--- src/rtl/mbus_pkg.sv ---
package mbus_pkg;

  // One value per bus phase; one phase lasts one clock cycle.
  typedef enum logic [2:0] {
    PH_IDLE = 3'd0,
    PH_T1   = 3'd1,
    PH_T2   = 3'd2,
    PH_TW   = 3'd3,
    PH_T3   = 3'd4,
    PH_T4   = 3'd5
  } phase_e;

endpackage

--- src/rtl/mbus_phase_fsm.sv ---
module mbus_phase_fsm
  import mbus_pkg::*;
(
  input  logic   clk,
  input  logic   rst,
  input  logic   req_valid,
  input  logic   ready,
  output phase_e state,
  output phase_e nxt,
  output logic   req_ready,
  output logic   accept
);

  // New work may start from idle or straight after the release phase.
  assign req_ready = (state == PH_IDLE) || (state == PH_T4);
  assign accept    = req_ready && req_valid;

  always_comb begin
    nxt = state;
    unique case (state)
      PH_IDLE: nxt = accept ? PH_T1 : PH_IDLE;
      PH_T1:   nxt = PH_T2;
      PH_T2:   nxt = ready ? PH_T3 : PH_TW;
      PH_TW:   nxt = ready ? PH_T3 : PH_TW;
      PH_T3:   nxt = PH_T4;
      PH_T4:   nxt = accept ? PH_T1 : PH_IDLE;
      default: nxt = PH_IDLE;
    endcase
  end

  always_ff @(posedge clk) begin
    if (rst) state <= PH_IDLE;
    else     state <= nxt;
  end

  // an accepted request always opens with the address phase.
  a_r10_accept_to_t1: assert property (@(posedge clk) disable iff (rst)
    (req_ready && req_valid) |=> (state == PH_T1));

  // a low ready at the end of T2 or a wait phase yields another wait phase.
  a_r7_wait_inserted: assert property (@(posedge clk) disable iff (rst)
    (((state == PH_T2) || (state == PH_TW)) && !ready) |=> (state == PH_TW));

  // a high ready at that point moves on to T3.
  a_r7_wait_ends: assert property (@(posedge clk) disable iff (rst)
    (((state == PH_T2) || (state == PH_TW)) && ready) |=> (state == PH_T3));

endmodule

--- src/rtl/mbus_pin_drive.sv ---
module mbus_pin_drive
  import mbus_pkg::*;
#(
  parameter int ADDR_W      = 20,
  parameter int DATA_W      = 16,
  parameter bit MEM_IS_HIGH = 1'b1
) (
  input  logic                     clk,
  input  logic                     rst,
  input  phase_e                   nxt,
  input  logic                     accept,
  input  logic [ADDR_W-1:0]        req_addr,
  input  logic                     req_write,
  input  logic                     req_io,
  input  logic                     req_word,
  input  logic [DATA_W-1:0]        req_wdata,
  output logic [DATA_W-1:0]        ad_out,
  output logic                     ad_oe,
  output logic [ADDR_W-DATA_W-1:0] addr_hi,
  output logic                     ale,
  output logic                     rd_n,
  output logic                     wr_n,
  output logic                     den_n,
  output logic                     dtr,
  output logic                     mio,
  output logic                     bhe_n,
  output logic                     done
);

  localparam int HI_W = ADDR_W - DATA_W;

  // Request fields held for the whole transfer.
  logic [ADDR_W-1:0] lat_addr;
  logic [DATA_W-1:0] lat_wdata;
  logic              lat_write;
  logic              lat_io;
  logic              lat_upper;

  // Fields that apply to the phase being entered.
  logic [ADDR_W-1:0] cur_addr;
  logic [DATA_W-1:0] cur_wdata;
  logic              cur_write;
  logic              cur_io;
  logic              cur_upper;
  logic              space_lvl;

  assign cur_addr  = accept ? req_addr  : lat_addr;
  assign cur_wdata = accept ? req_wdata : lat_wdata;
  assign cur_write = accept ? req_write : lat_write;
  assign cur_io    = accept ? req_io    : lat_io;
  assign cur_upper = accept ? (req_word | req_addr[0]) : lat_upper;

  // Pin polarity of the memory/I/O select.
  generate
    if (MEM_IS_HIGH) begin : g_mem_high
      assign space_lvl = ~cur_io;
    end else begin : g_mem_low
      assign space_lvl = cur_io;
    end
  endgenerate

  always_ff @(posedge clk) begin
    if (rst) begin
      lat_addr  <= '0;
      lat_wdata <= '0;
      lat_write <= 1'b0;
      lat_io    <= 1'b0;
      lat_upper <= 1'b0;
    end else if (accept) begin
      lat_addr  <= req_addr;
      lat_wdata <= req_wdata;
      lat_write <= req_write;
      lat_io    <= req_io;
      lat_upper <= req_word | req_addr[0];
    end
  end

  // Strobe phases: T2, any wait phase, T3.
  logic strobe_ph;
  logic busy_ph;
  assign strobe_ph = (nxt == PH_T2) || (nxt == PH_TW) || (nxt == PH_T3);
  assign busy_ph   = (nxt != PH_IDLE);

  // Every pin is registered from the phase being entered.
  always_ff @(posedge clk) begin
    if (rst) begin
      ad_out  <= '0;
      ad_oe   <= 1'b0;
      addr_hi <= '0;
      ale     <= 1'b0;
      rd_n    <= 1'b1;
      wr_n    <= 1'b1;
      den_n   <= 1'b1;
      dtr     <= 1'b0;
      mio     <= 1'b1;
      bhe_n   <= 1'b1;
      done    <= 1'b0;
    end else begin
      ale   <= (nxt == PH_T1);
      done  <= (nxt == PH_T4);
      rd_n  <= ~(strobe_ph && !cur_write);
      wr_n  <= ~(strobe_ph &&  cur_write);
      den_n <= ~strobe_ph;
      if (nxt == PH_T1) begin
        ad_out <= cur_addr[DATA_W-1:0];
        ad_oe  <= 1'b1;
      end else if (strobe_ph && cur_write) begin
        ad_out <= cur_wdata;
        ad_oe  <= 1'b1;
      end else begin
        ad_out <= '0;
        ad_oe  <= 1'b0;
      end
      if (busy_ph) begin
        addr_hi <= cur_addr[ADDR_W-1:DATA_W];
        dtr     <= cur_write;
        mio     <= space_lvl;
        bhe_n   <= ~cur_upper;
      end else begin
        dtr     <= 1'b0;
        bhe_n   <= 1'b1;
      end
    end
  end

  // the address strobe never lasts two cycles in a row.
  a_r2_ale_single: assert property (@(posedge clk) disable iff (rst)
    ale |=> !ale);

  // read and write strobes never overlap.
  a_r5_no_dual_strobe: assert property (@(posedge clk) disable iff (rst)
    (rd_n || wr_n));

  // the pins are driven whenever the write strobe is low.
  a_r6_write_drives: assert property (@(posedge clk) disable iff (rst)
    !wr_n |-> ad_oe);

  // the pins are released whenever the read strobe is low.
  a_r5_read_releases: assert property (@(posedge clk) disable iff (rst)
    !rd_n |-> !ad_oe);

  initial begin
    a_r2_width_ok: assert (HI_W > 0);
  end

endmodule

--- src/rtl/mbus_rd_capture.sv ---
module mbus_rd_capture
  import mbus_pkg::*;
#(
  parameter int DATA_W = 16
) (
  input  logic              clk,
  input  logic              rst,
  input  phase_e            state,
  input  logic              dir_tx,
  input  logic [DATA_W-1:0] ad_in,
  output logic [DATA_W-1:0] rdata
);

  // Sample the shared pins at the edge that closes T3 of a read.
  always_ff @(posedge clk) begin
    if (rst)                               rdata <= '0;
    else if ((state == PH_T3) && !dir_tx)  rdata <= ad_in;
  end

  // read data only moves out of T3 of a read.
  a_r8_rdata_quiet: assert property (@(posedge clk) disable iff (rst)
    ((state != PH_T3) || dir_tx) |=> $stable(rdata));

endmodule

--- src/rtl/mbus_cycle_seq.sv ---
module mbus_cycle_seq
  import mbus_pkg::*;
#(
  parameter int ADDR_W      = 20,
  parameter int DATA_W      = 16,
  parameter bit MEM_IS_HIGH = 1'b1
) (
  input  logic                     clk,
  input  logic                     rst,
  input  logic                     req_valid,
  output logic                     req_ready,
  input  logic [ADDR_W-1:0]        req_addr,
  input  logic                     req_write,
  input  logic                     req_io,
  input  logic                     req_word,
  input  logic [DATA_W-1:0]        req_wdata,
  input  logic                     ready,
  input  logic [DATA_W-1:0]        ad_in,
  output logic [DATA_W-1:0]        ad_out,
  output logic                     ad_oe,
  output logic [ADDR_W-DATA_W-1:0] addr_hi,
  output logic                     ale,
  output logic                     rd_n,
  output logic                     wr_n,
  output logic                     den_n,
  output logic                     dtr,
  output logic                     mio,
  output logic                     bhe_n,
  output logic                     done,
  output logic [DATA_W-1:0]        rdata
);

  phase_e state;
  phase_e nxt;
  logic   accept;

  mbus_phase_fsm u_fsm (
    .clk       (clk),
    .rst       (rst),
    .req_valid (req_valid),
    .ready     (ready),
    .state     (state),
    .nxt       (nxt),
    .req_ready (req_ready),
    .accept    (accept)
  );

  mbus_pin_drive #(
    .ADDR_W      (ADDR_W),
    .DATA_W      (DATA_W),
    .MEM_IS_HIGH (MEM_IS_HIGH)
  ) u_pins (
    .clk       (clk),
    .rst       (rst),
    .nxt       (nxt),
    .accept    (accept),
    .req_addr  (req_addr),
    .req_write (req_write),
    .req_io    (req_io),
    .req_word  (req_word),
    .req_wdata (req_wdata),
    .ad_out    (ad_out),
    .ad_oe     (ad_oe),
    .addr_hi   (addr_hi),
    .ale       (ale),
    .rd_n      (rd_n),
    .wr_n      (wr_n),
    .den_n     (den_n),
    .dtr       (dtr),
    .mio       (mio),
    .bhe_n     (bhe_n),
    .done      (done)
  );

  mbus_rd_capture #(
    .DATA_W (DATA_W)
  ) u_rcap (
    .clk    (clk),
    .rst    (rst),
    .state  (state),
    .dir_tx (dtr),
    .ad_in  (ad_in),
    .rdata  (rdata)
  );

  // the finishing phase has every strobe and the bus released.
  a_r9_done_released: assert property (@(posedge clk) disable iff (rst)
    done |-> (rd_n && wr_n && den_n && !ad_oe));

  // done is a single-cycle pulse.
  a_r8_done_single: assert property (@(posedge clk) disable iff (rst)
    done |=> !done);

  // a request raised while busy leaves no address strobe behind.
  a_r10_busy_ignored: assert property (@(posedge clk) disable iff (rst)
    (!req_ready && req_valid) |=> !ale);

  // the address phase keeps all strobes inactive.
  a_r2_t1_quiet: assert property (@(posedge clk) disable iff (rst)
    ale |-> (rd_n && wr_n && den_n && ad_oe));

endmodule

--- config.mk ---
export PLATFORM = sky130hd
export DESIGN_NAME = mbus_cycle_seq
export DESIGN_NICKNAME = d
export VERILOG_FILES = /design/src/rtl/mbus_pkg.sv /design/src/rtl/mbus_phase_fsm.sv /design/src/rtl/mbus_pin_drive.sv /design/src/rtl/mbus_rd_capture.sv /design/src/rtl/mbus_cycle_seq.sv
export SDC_FILE = /design/constraint.sdc
export NUM_CORES = 1
export LEC_CHECK = 0
export ABC_AREA = 1
export BUFFER_PORTS_ARGS = -buffer_cell sky130_fd_sc_hd__buf_2
export CORE_ASPECT_RATIO = 0.6
export CORE_MARGIN = 2
export CORE_UTILIZATION = 30
export DETAILED_ROUTE_END_ITERATION = 12
export PLACE_DENSITY = 0.54
export SLEW_MARGIN = 30
export SYNTH_ARGS = -nofsm -noshare
export SYNTH_HDL_FRONTEND = slang
export SYNTH_HIERARCHICAL = 1
export SYNTH_SLANG_ARGS = --single-unit
export TNS_END_PERCENT = 5
--- constraint.sdc ---
create_clock -name clk -period 1.8 [get_ports clk]
set_input_delay 0.36 -clock clk [delete_from_list [all_inputs] [get_ports clk]]
set_output_delay 0.36 -clock clk [all_outputs]
set_load 0.05 [all_outputs]
Word-level counts from Yosys, hierarchy flattened --
Cells that the tools add are included.
Storage, ports and cells: bits in registers 87, word-level logic and storage cells 61, output and inout port bits 46, bits of input ports 59
Operators by class: reductions and logical operators 14, equal/unequal tests 10, muxes and demuxes 12, bitwise gates (word level) 7
Operator list (count):
- two-way mux 16 bit | 3
- two-way mux 20 bit | 1
- == test 3 x 2 -> 1 bit (second input constant) | 4
- == test 3 bit (second input constant) | 4
- one-hot mux 3 bit (4 select lines) | 1
- == test 3 x 1 -> 1 bit (second input constant) | 2
- two-way mux 1 bit | 6
- inverter 1 bit | 6
- OR reduction 2 bit | 3
- logical AND 1 bit | 4
- zero test 3 bit | 1
- logical OR 1 bit | 3
- two-way mux 3 bit | 1
- nonzero test 3 bit | 1
- zero test 1 bit | 2
- bitwise OR 1 bit | 1

Logic depth before layout (Yosys ltp) --
Gate-level depths: netlist (run 1).
word-level depth 11, depth in mapped cells 13

Cells and area by module --
The synthesis (run 1) kept the hierarchy.
By module, submodules not included:
- mbus_pin_drive | area an instance 2568.7 µm², times used 1, sequential area each 1361.3 µm², cells an instance 343
- mbus_rd_capture | area an instance 767.0 µm², times used 1, sequential area each 320.3 µm², cells an instance 107
- mbus_phase_fsm | area an instance 182.7 µm², times used 1, sequential area each 60.1 µm², cells an instance 28

Worst setup path before layout (run 1) --
No wires, ideal clock.
path kind reg-to-reg, from reg u_fsm.state[1], to reg u_pins.ad_out[10], setup time 0.109 ns, setup slack 0.277 ns, clock period less this slack 1.523 ns, stages on the path, launching flop included 11, data required time 1.691 ns, data arrival time 1.415 ns, path buffers 1, path through dfxtp_1 -> o21ai_0 -> nor2_1 -> inv_2 -> nand2_2 -> nor2_4 -> nand2_1 -> nand2_4 -> buf_12 -> nand2_1 -> inv_1
On the way: elaborated cells between the ends (all ways) 24, classes of those cells eq/ne: 9; mux: 7; reduce/logical: 8
RTL lines:
- start, declared | RTL line mbus_phase_fsm.sv:8 | output phase_e state,
- start signal, assigned | RTL line mbus_phase_fsm.sv:33 | else state <= nxt;
- == test 3 bit (tied with other cells) | RTL line mbus_phase_fsm.sv:20 | unique case (state)
- OR reduction 2 bit (no line)
- one-hot mux 3 bit (4 select lines) * | RTL line mbus_phase_fsm.sv:20
- via nxt[1] | RTL line mbus_cycle_seq.sv:34 | phase_e nxt;
- == test 3 x 2 -> 1 bit | RTL line mbus_pin_drive.sv:81 | assign strobe_ph = (nxt == PH_T2) || (nxt == PH_TW) || (nxt == PH_T3);
- logical OR 1 bit (2 in a row) | RTL line mbus_pin_drive.sv:81
- logical AND 1 bit | RTL line mbus_pin_drive.sv:107 | end else if (strobe_ph && cur_write) begin
- two-way mux 16 bit | RTL line mbus_pin_drive.sv:107
- two-way mux 16 bit * | RTL line mbus_pin_drive.sv:104 | if (nxt == PH_T1) begin
- end signal, assigned | RTL line mbus_pin_drive.sv:105 | ad_out <= cur_addr[DATA_W-1:0];
- end signal, assigned | RTL line mbus_pin_drive.sv:108 | ad_out <= cur_wdata;
- end, declared | RTL line mbus_pin_drive.sv:17 | output logic [DATA_W-1:0] ad_out,
The timed path passes the listed nets; every way through them passes the cells marked *. A chain may end at the register's enable or synchronous reset.

Worst setup path in the final report (run 1) --
from reg u_fsm.state[1], to reg u_pins.mio
On the way: word-level cells in the longest chain between the ends 6, elaborated cells between the ends (all ways) 15, classes of those cells eq/ne: 5; mux: 3; bitwise: 1; reduce/logical: 6
Ends and longest elaborated chain:
- == test 3 bit or zero test 3 bit (tied branches) | RTL line mbus_phase_fsm.sv:15 | assign req_ready = (state == PH_IDLE) || (state == PH_T4);
- logical OR 1 bit * | RTL line mbus_phase_fsm.sv:15
- logical AND 1 bit * | RTL line mbus_phase_fsm.sv:16 | assign accept = req_ready && req_valid;
- via accept | RTL line mbus_cycle_seq.sv:35 | logic accept;
- two-way mux 1 bit | RTL line mbus_phase_fsm.sv:21, mbus_phase_fsm.sv:26
- one-hot mux 3 bit (4 select lines) | RTL line mbus_phase_fsm.sv:20
- nonzero test 3 bit | RTL line mbus_pin_drive.sv:82 | assign busy_ph = (nxt != PH_IDLE);
- end signal, assigned | RTL line mbus_pin_drive.sv:117 | mio <= space_lvl;
- end, declared | RTL line mbus_pin_drive.sv:25 | output logic mio,
Marks and branches as above.

==> results.md, run 1 <==
- Status: complete, no violations
- Drt pass-1 iters: 4
- Top-area cell type share of the netlist area: about half
- Peak VDD IR: between 0.5 and 0.6 mV
- Slowest CP cell: dfxtp_4
- Clk sinks: between 80 and 90
- Worst hold path class: input port to flop
- Via/cell ratio: 4.19
- Post-CTS Setup Bufs: 0
- Pwr Density: about 1200 nW/µm²
- Design area: between 4000 and 5000 µm²
- Number of remaining DRC errors: 0
- Layout cells sized above 1: roughly 29%
- Distinct cell type count after synthesis: 24
- Register area share after synthesis: roughly half
- RR Endpoint: u_pins/mio
- Ratio of final minimum period to clock period: between 90 and 100%
- Setup Skew: approximately 0.009 ns
- Final Hold Viols: 0
- Rows: 30
- Worst Reg-to-Reg Cells: 8
- Source of the critical timing path: u_fsm/state[1]
- CTS tree: built
- Max FO, Critical Path: 11
- IO Port Bufs: between 100 and 150
- Io pins: approximately 110
- WP data required: approximately 2.1 ns
- Mapped Avg Cell Area: approximately 7.4 µm²
- Root Driver: clkbuf_16
- Crit start category: flop
- Max Slew Vio Count: 0
- CTS buffer count: 9
- Initial Utilization: ~31%
- Global-route wire length before repair: 13800 µm
- Count leader, synth: nand2_1
- Lkg Pwr: roughly 2.4 nW
- CP arrival: around 1.9 ns
- Clock buffer depth: 2
- Cells along the critical path: inv_1 > nand4_4 > clkinvlp_4 > buf_12 > or2_2 > o21ai_0 > nand2_1 > nand3_1
- Final antenna-violating net count: 0
- Fmax: approximately 600 MHz
- Width of the die: ~140 µm
- CTS clk-pin slew, worst paths: about 0.07 ns
- Post-synth EDFFs: 0
- Setup crit end: u_pins/mio
- Post-synth top flop: dfxtp_1
- List of most frequent post-synthesis cells: nand2_1 (134), dfxtp_1 (87), inv_1 (65), nor2_1 (44), a21oi_1 (34)
- Placed insts: around 730
- Drt total wl: 8640 µm
- Worst setup EP type: flop
- Drt wl/cell: 11.6 µm
- Quantity of hold-fixing buffers added after cts: 0
- Max_cap viols: 0
- Time the worst path needs with I/O delays and setup: ~1.7 ns
- Gr usage total: between 10% and 20%
- Layout Nets: around 640
- DR iter-0 viols: about 110
- Reg-to-Reg Start: u_fsm/state[1]
- Largest area contributor in the netlist: dfxtp_1
- Flops & latches, synth: a little under 90
- Cell Area, Placed: approximately 4200 µm²
- Netlist Area Pre-Place: ~3500 µm²
- WS Path Type: flop to flop
- H-tree depth: 3
- Syn_nets: 537
- Grt total ovfl: 0
- CP max stage delay: 0.39 ns
- Vert. Die Dim: a little under 90 µm
- Clock Latency Late Sink: around 0.33 ns
- Fin cells: between 700 and 800
- Detailed Place HPWL: ~6000 µm
- Cells after Synth: ~480
- Largest net degree at the start of global routing: 43
- Synth warn: 6
- Setup TNS Final: 0 ns
- Vias in the first global route: about 3000
- Synth area leaders: dfxtp_1 (50%), nand2_1 (14%), inv_1 (6.9%)
- Worst slew pin tran: 0.491 ns
- Ant diodes: 0
- Area Growth Syn to Fin: 28.9%
- Gpl congestion: 0.755
- Count of final setup violators: 0
- Initial antenna violation count: 0
- Core footprint: about 11000 µm²
- Fin worst setup slack: 0.137 ns
- Reg-to-reg setup timing slack: between 0.1 and 0.15 ns
- Filler Cell Count: between 1000 and 1500
- Slew headroom: between 60% and 70%
- Ys async rst share: 0%
- Dpl ws: about 0.014 ns
- Via count: roughly 3100
- DIE AREA: approximately 13000 µm²
-- registers in the layout (all words and copies together) (netlist names), 3 cells and up --
register / count
u_pins/ad_out: 16
u_pins/lat_wdata: 16
u_fsm/state: 3
u_pins/addr_hi: 4
u_rcap/rdata: 16
u_pins/lat_addr: 20
-- through the flow --
stage | power [mW] | hold slack (ns) | util [%]
2_1_floorplan | 3.47 | 0.422 | -
3_3_place_gp | 3.81 | 0.454 | 36.7
3_5_place_dp | 3.83 | 0.461 | 36.7
4_1_cts | 5.60 | 0.286 | 39.2
5_1_grt | 5.94 | 0.296 | 39.9
6_report | 5.59 | 0.303 | 39.9
-- layout by cell type, fill, tap and decap left out, types with 2 or more instances in the layout --
cell type and n:
nor2_4 5, buf_2 104, nand3_1 21, clkinvlp_4 4, nand2_1 132, a21oi_2 3
clkbuf_16 11, nor2_1 42, o21ai_0 27, buf_12 2, dfxtp_1 84, inv_1 62
dfxtp_2 2, inv_2 8, nor2_2 4, buf_4 8, nor3_1 3, o21ai_1 13
a21oi_1 34, nand2_2 9
-- routing by layer --
metal	GRT usage, %	vias to the layer above	part of all wire [%]
met3	4.21	7	4.8
met2	21.6	56	43
met4	4.81	0	1.1
li1	-	1669	-
met5	0	-	0
met1	18.6	1401	51
-- kinds of logic (layout without fill, tap and decap cells) --
group / count (synthesis) / count (layout) / share of synthesized area, %
AOI/OAI and AO/OA: 77 / 77 / 11.3
buffers and inverters: 94 / 203 / 12.3
and+or+nand+nor: 220 / 220 / 27.0
DFF: 87 / 87 / 49.5
-- what timing repair did --
item | CTS | global route
cloned | 0 | 2
endpoints found under the setup margin | 15 | 19
resized for setup | 1 | 16
-- cell type report --
class	instances	area [µm²]	area share [%]
Timing Repair Buffer	116	671	14.8
Inverter	71	270	5.96
Multi-Input combinational cell	297	1360	30.1
Clock inverter	6	45.0	0.993
Tap cell	160	200	4.41
Clock buffer	10	239	5.27
Sequential cell	87	1750	38.5
-- worst min-delay path by stage --
stage                             from             endpoint  slack (ns)  depth (start not counted)
floorplan                          rst       u_fsm/state[0]        0.42                          1
detailed placement  u_pins/lat_addr[6]   u_pins/lat_addr[6]        0.46                          2
global route               req_addr[3]   u_pins/lat_addr[3]        0.30                          3
finish                    req_addr[19]  u_pins/lat_addr[19]        0.30                          3
global placement            u_pins/mio           u_pins/mio        0.45                          2
CTS                        req_addr[9]   u_pins/lat_addr[9]        0.29                          3
-- report_power, final --
group	switching, mW	leakage [nW]	internal, mW
Combinational	1.15	1.51	0.469
Clock	0.765	0.131	0.977
Sequential	0.0796	0.714	2.15
-- worst max-delay path: cells and delay by family (launching register included) --
kind                   cells  cell delay [ns]
buffers and inverters      3             0.53
AND/OR/NAND/NOR            4             0.56
flip-flops                 1             0.39
AO/OA/AOI/OAI              1             0.11
(Power assumes the default switching activity.)
==> run 2: changes to the inputs <==
--- a/config.mk
+++ b/config.mk
@@ -6,13 +6,15 @@
 export NUM_CORES = 1
 export LEC_CHECK = 0
 export ABC_AREA = 1
+export ABC_CLOCK_PERIOD_IN_PS = 1800
 export BUFFER_PORTS_ARGS = -buffer_cell sky130_fd_sc_hd__buf_2
 export CORE_ASPECT_RATIO = 0.6
 export CORE_MARGIN = 2
 export CORE_UTILIZATION = 30
 export DETAILED_ROUTE_END_ITERATION = 12
 export PLACE_DENSITY = 0.54
-export SLEW_MARGIN = 30
+export RECOVER_POWER = 100
+export SLEW_MARGIN = 20
 export SYNTH_ARGS = -nofsm -noshare
 export SYNTH_HDL_FRONTEND = slang
 export SYNTH_HIERARCHICAL = 1
==> results.md, run 2 (synthesized netlist as in run 1, its figures left out) <==
- Status: complete, no violations
- Layout cells sized above 1: 22.3% (-6.5 points)
- Worst Reg-to-Reg Cells: 9 (+1)
- Quantity of hold-fixing buffers added after cts: 0 (unchanged)
- Peak VDD IR: 0.501 mV (-0.77%)
- Fmax: 606 MHz (+0.71%)
- CTS buffer count: 9 (unchanged)
- Setup Skew: 0.00894 ns (+0.000121 ns)
- Vert. Die Dim: 87.9 µm (unchanged)
- Vias in the first global route: 3004 (unchanged)
- Layout Nets: 641 (unchanged)
- Sequential share of power: 40.1% (+0.2 points)
- Psw: 2.00 mW (about the same)
- CP arrival: 1.92 ns (about the same)
- Setup TNS Final: 0 ns (unchanged)
- Final Hold Viols: 0 (unchanged)
- RSZ-0062 raised after global routing: no
- Lkg Pwr: 2.21 nW (-6.2%)
- Filler Cell Count: 1228 (+1.4%)
- Largest net degree at the start of global routing: 43 (unchanged)
- Root Driver: clkbuf_16
- Number of remaining DRC errors: 0 (unchanged)
- DIE AREA: 12600 µm² (unchanged)
- Drt wl/cell: 11.6 µm (+0.37%)
- CTS clk-pin slew, worst paths: 0.07 ns (about the same)
- Crit start category: flop
- Worst setup EP type: flop
- Grt total ovfl: 0 (unchanged)
- Via count: 3127 (-0.19%)
- Clk sinks: 87 (unchanged)
- IO Port Bufs: 104 (unchanged)
- Max_cap viols: 0 (unchanged)
- Ant diodes: 0 (unchanged)
- Core footprint: 11400 µm² (unchanged)
- Gr usage total: 13.9% (unchanged)
- Slew headroom: 56.5% (-11 points)
- Gate power share: 28.6% (-0.4 points)
- Via/cell ratio: 4.19 (-0.19%)
- Detailed Place HPWL: 6040 µm (unchanged)
- Hold Path Depth: 3 (unchanged)
- Reg-to-Reg Start: u_fsm/state[2]
- Time the worst path needs with I/O delays and setup: 1.65 ns (-0.0117 ns)
- Hold Path Sink: u_pins/lat_addr[19]
- Max Slew Vio Count: 0 (unchanged)
- Count of final setup violators: 0 (unchanged)
- Drt total wl: 8670 µm (+0.37%)
- Final antenna-violating net count: 0 (unchanged)
- Commonest non-fill, non-tap cell in the layout: nand2_1
- Rows: 30 (unchanged)
- Gpl congestion: 0.755 (unchanged)
- Io pins: 105 (unchanged)
- Clock Latency Late Sink: 0.33 ns (about the same)
- Max FO, Critical Path: 11 (unchanged)
- Drt pass-1 iters: 4 (unchanged)
- Min-Delay Startpoint: req_addr[19]
- Clock power frac: 31.3% (about the same)
- Ratio of final minimum period to clock period: 91.7% (-0.65 points)
- Area Growth Syn to Fin: 27.3%
- Max reg flops: 20 (unchanged)
- Width of the die: 144 µm (unchanged)
- Post-layout util: 39.4% (-0.51 points)
- Pwr Density: 1240 nW/µm² (+0.72%)
- H-tree depth: 3 (unchanged)
- Global-route wire length before repair: 13800 µm (unchanged)
- CTS tree: built
- RR Endpoint: u_pins/mio
- Commonest non-fill, non-tap cells in the layout: nand2_1 (133), dfxtp_1 (84), buf_2 (68)
- WS Path Type: flop to flop
- Int Pwr: 3.57 mW (-0.86%)
- Switching part of the total: 35.9% (+0.20 points)
- Most flops, register: u_pins/lat_addr
- Initial antenna violation count: 0 (unchanged)
- Initial Utilization: 30.9% (unchanged)
- Reg-to-reg setup timing slack: 0.15 ns (about the same)
- Worst hold path class: input port to flop
- Worst slew pin tran: 0.655 ns (+0.164 ns)
- Clock buffer depth: 2 (unchanged)
- WP data required: 2.07 ns (about the same)
- Post-CTS Setup Bufs: 0 (unchanged)
- DR iter-0 viols: 134 (+21%)
## run 2: cell count changes in the layout (fill, tap and decap cells not counted), sizes merged
cell | previous run | this run
buf | 114 | 77
clkbuf | 12 | 49
## run 2: cell type report
type | instances | area, µm² | share of cell area (%)
flip-flops and latches | 87 | 1750 | 39.0
multi-input cells | 297 | 1350 | 30.2
repair buffers | 116 | 623 | 13.9
inverters | 71 | 270 | 6.03
clock buffers | 10 | 239 | 5.34
well taps | 160 | 200 | 4.47
clock inverters | 6 | 45.0 | 1.01
## run 2: worst max path at each step
stage	from	endpoint	slack, ns	depth (start not counted)
after floorplan	u_fsm/state[1]	u_pins/ad_out[10]	0.28	10
after CTS	u_fsm/state[2]	u_pins/ad_out[3]	0.06	11
after detailed placement	u_fsm/state[1]	u_pins/ad_out[3]	0.01	10
after global routing	u_fsm/state[0]	u_pins/ad_out[6]	0.004	12
after global placement	u_fsm/state[1]	u_pins/ad_out[8]	0.08	9
final	u_fsm/state[2]	u_pins/mio	0.15	9
## run 2: what timing repair did
action | 4_1_cts | 5_1_grt
gates resized for setup | 1 | 16
endpoints found under the setup margin | 15 | 19
gates cloned | 0 | 2
## run 2: layer usage
layer / global-route usage (%) / up-vias / part of all wire, %
met2: 21.6 / 54 / 43
met5: 0 / - / 0
li1: - / 1672 / -
met1: 18.6 / 1394 / 51
met4: 4.81 / 0 / 1.1
met3: 4.21 / 7 / 4.7
## run 2: worst max-delay path, cell delays in order, from the launching register on
cell	delay, ns
dfxtp_2	0.35
inv_2	0.09
nand2_2	0.08
nand4_4	0.10
clkinvlp_4	0.22
buf_12	0.21
or2_2	0.28
o21ai_0	0.11
nand2_1	0.08
nand3_1	0.07
## run 2: power groups by stage
stage | sequential (mW) | clock, mW | combinational (mW)
after global routing | 2.25 | 1.89 | 1.76
after floorplan | 2.66 | 0 | 0.806
after global placement | 2.26 | 0 | 1.54
after detailed placement | 2.27 | 0 | 1.56
after CTS | 2.23 | 1.81 | 1.56
final | 2.23 | 1.74 | 1.59
## run 2: metrics by stage
step / power (mW) / setup WS (ns) / area [µm²] / cells / hold WS, ns
2_1_floorplan: 3.47 / 0.277 / 3520 / 478 / 0.422
3_3_place_gp: 3.81 / 0.0840 / 4170 / 729 / 0.454
3_5_place_dp: 3.83 / 0.0135 / 4170 / 729 / 0.461
4_1_cts: 5.60 / 0.0616 / 4460 / 745 / 0.286
5_1_grt: 5.91 / 0.00413 / 4480 / 747 / 0.296
6_report: 5.56 / 0.149 / 4480 / 747 / 0.301
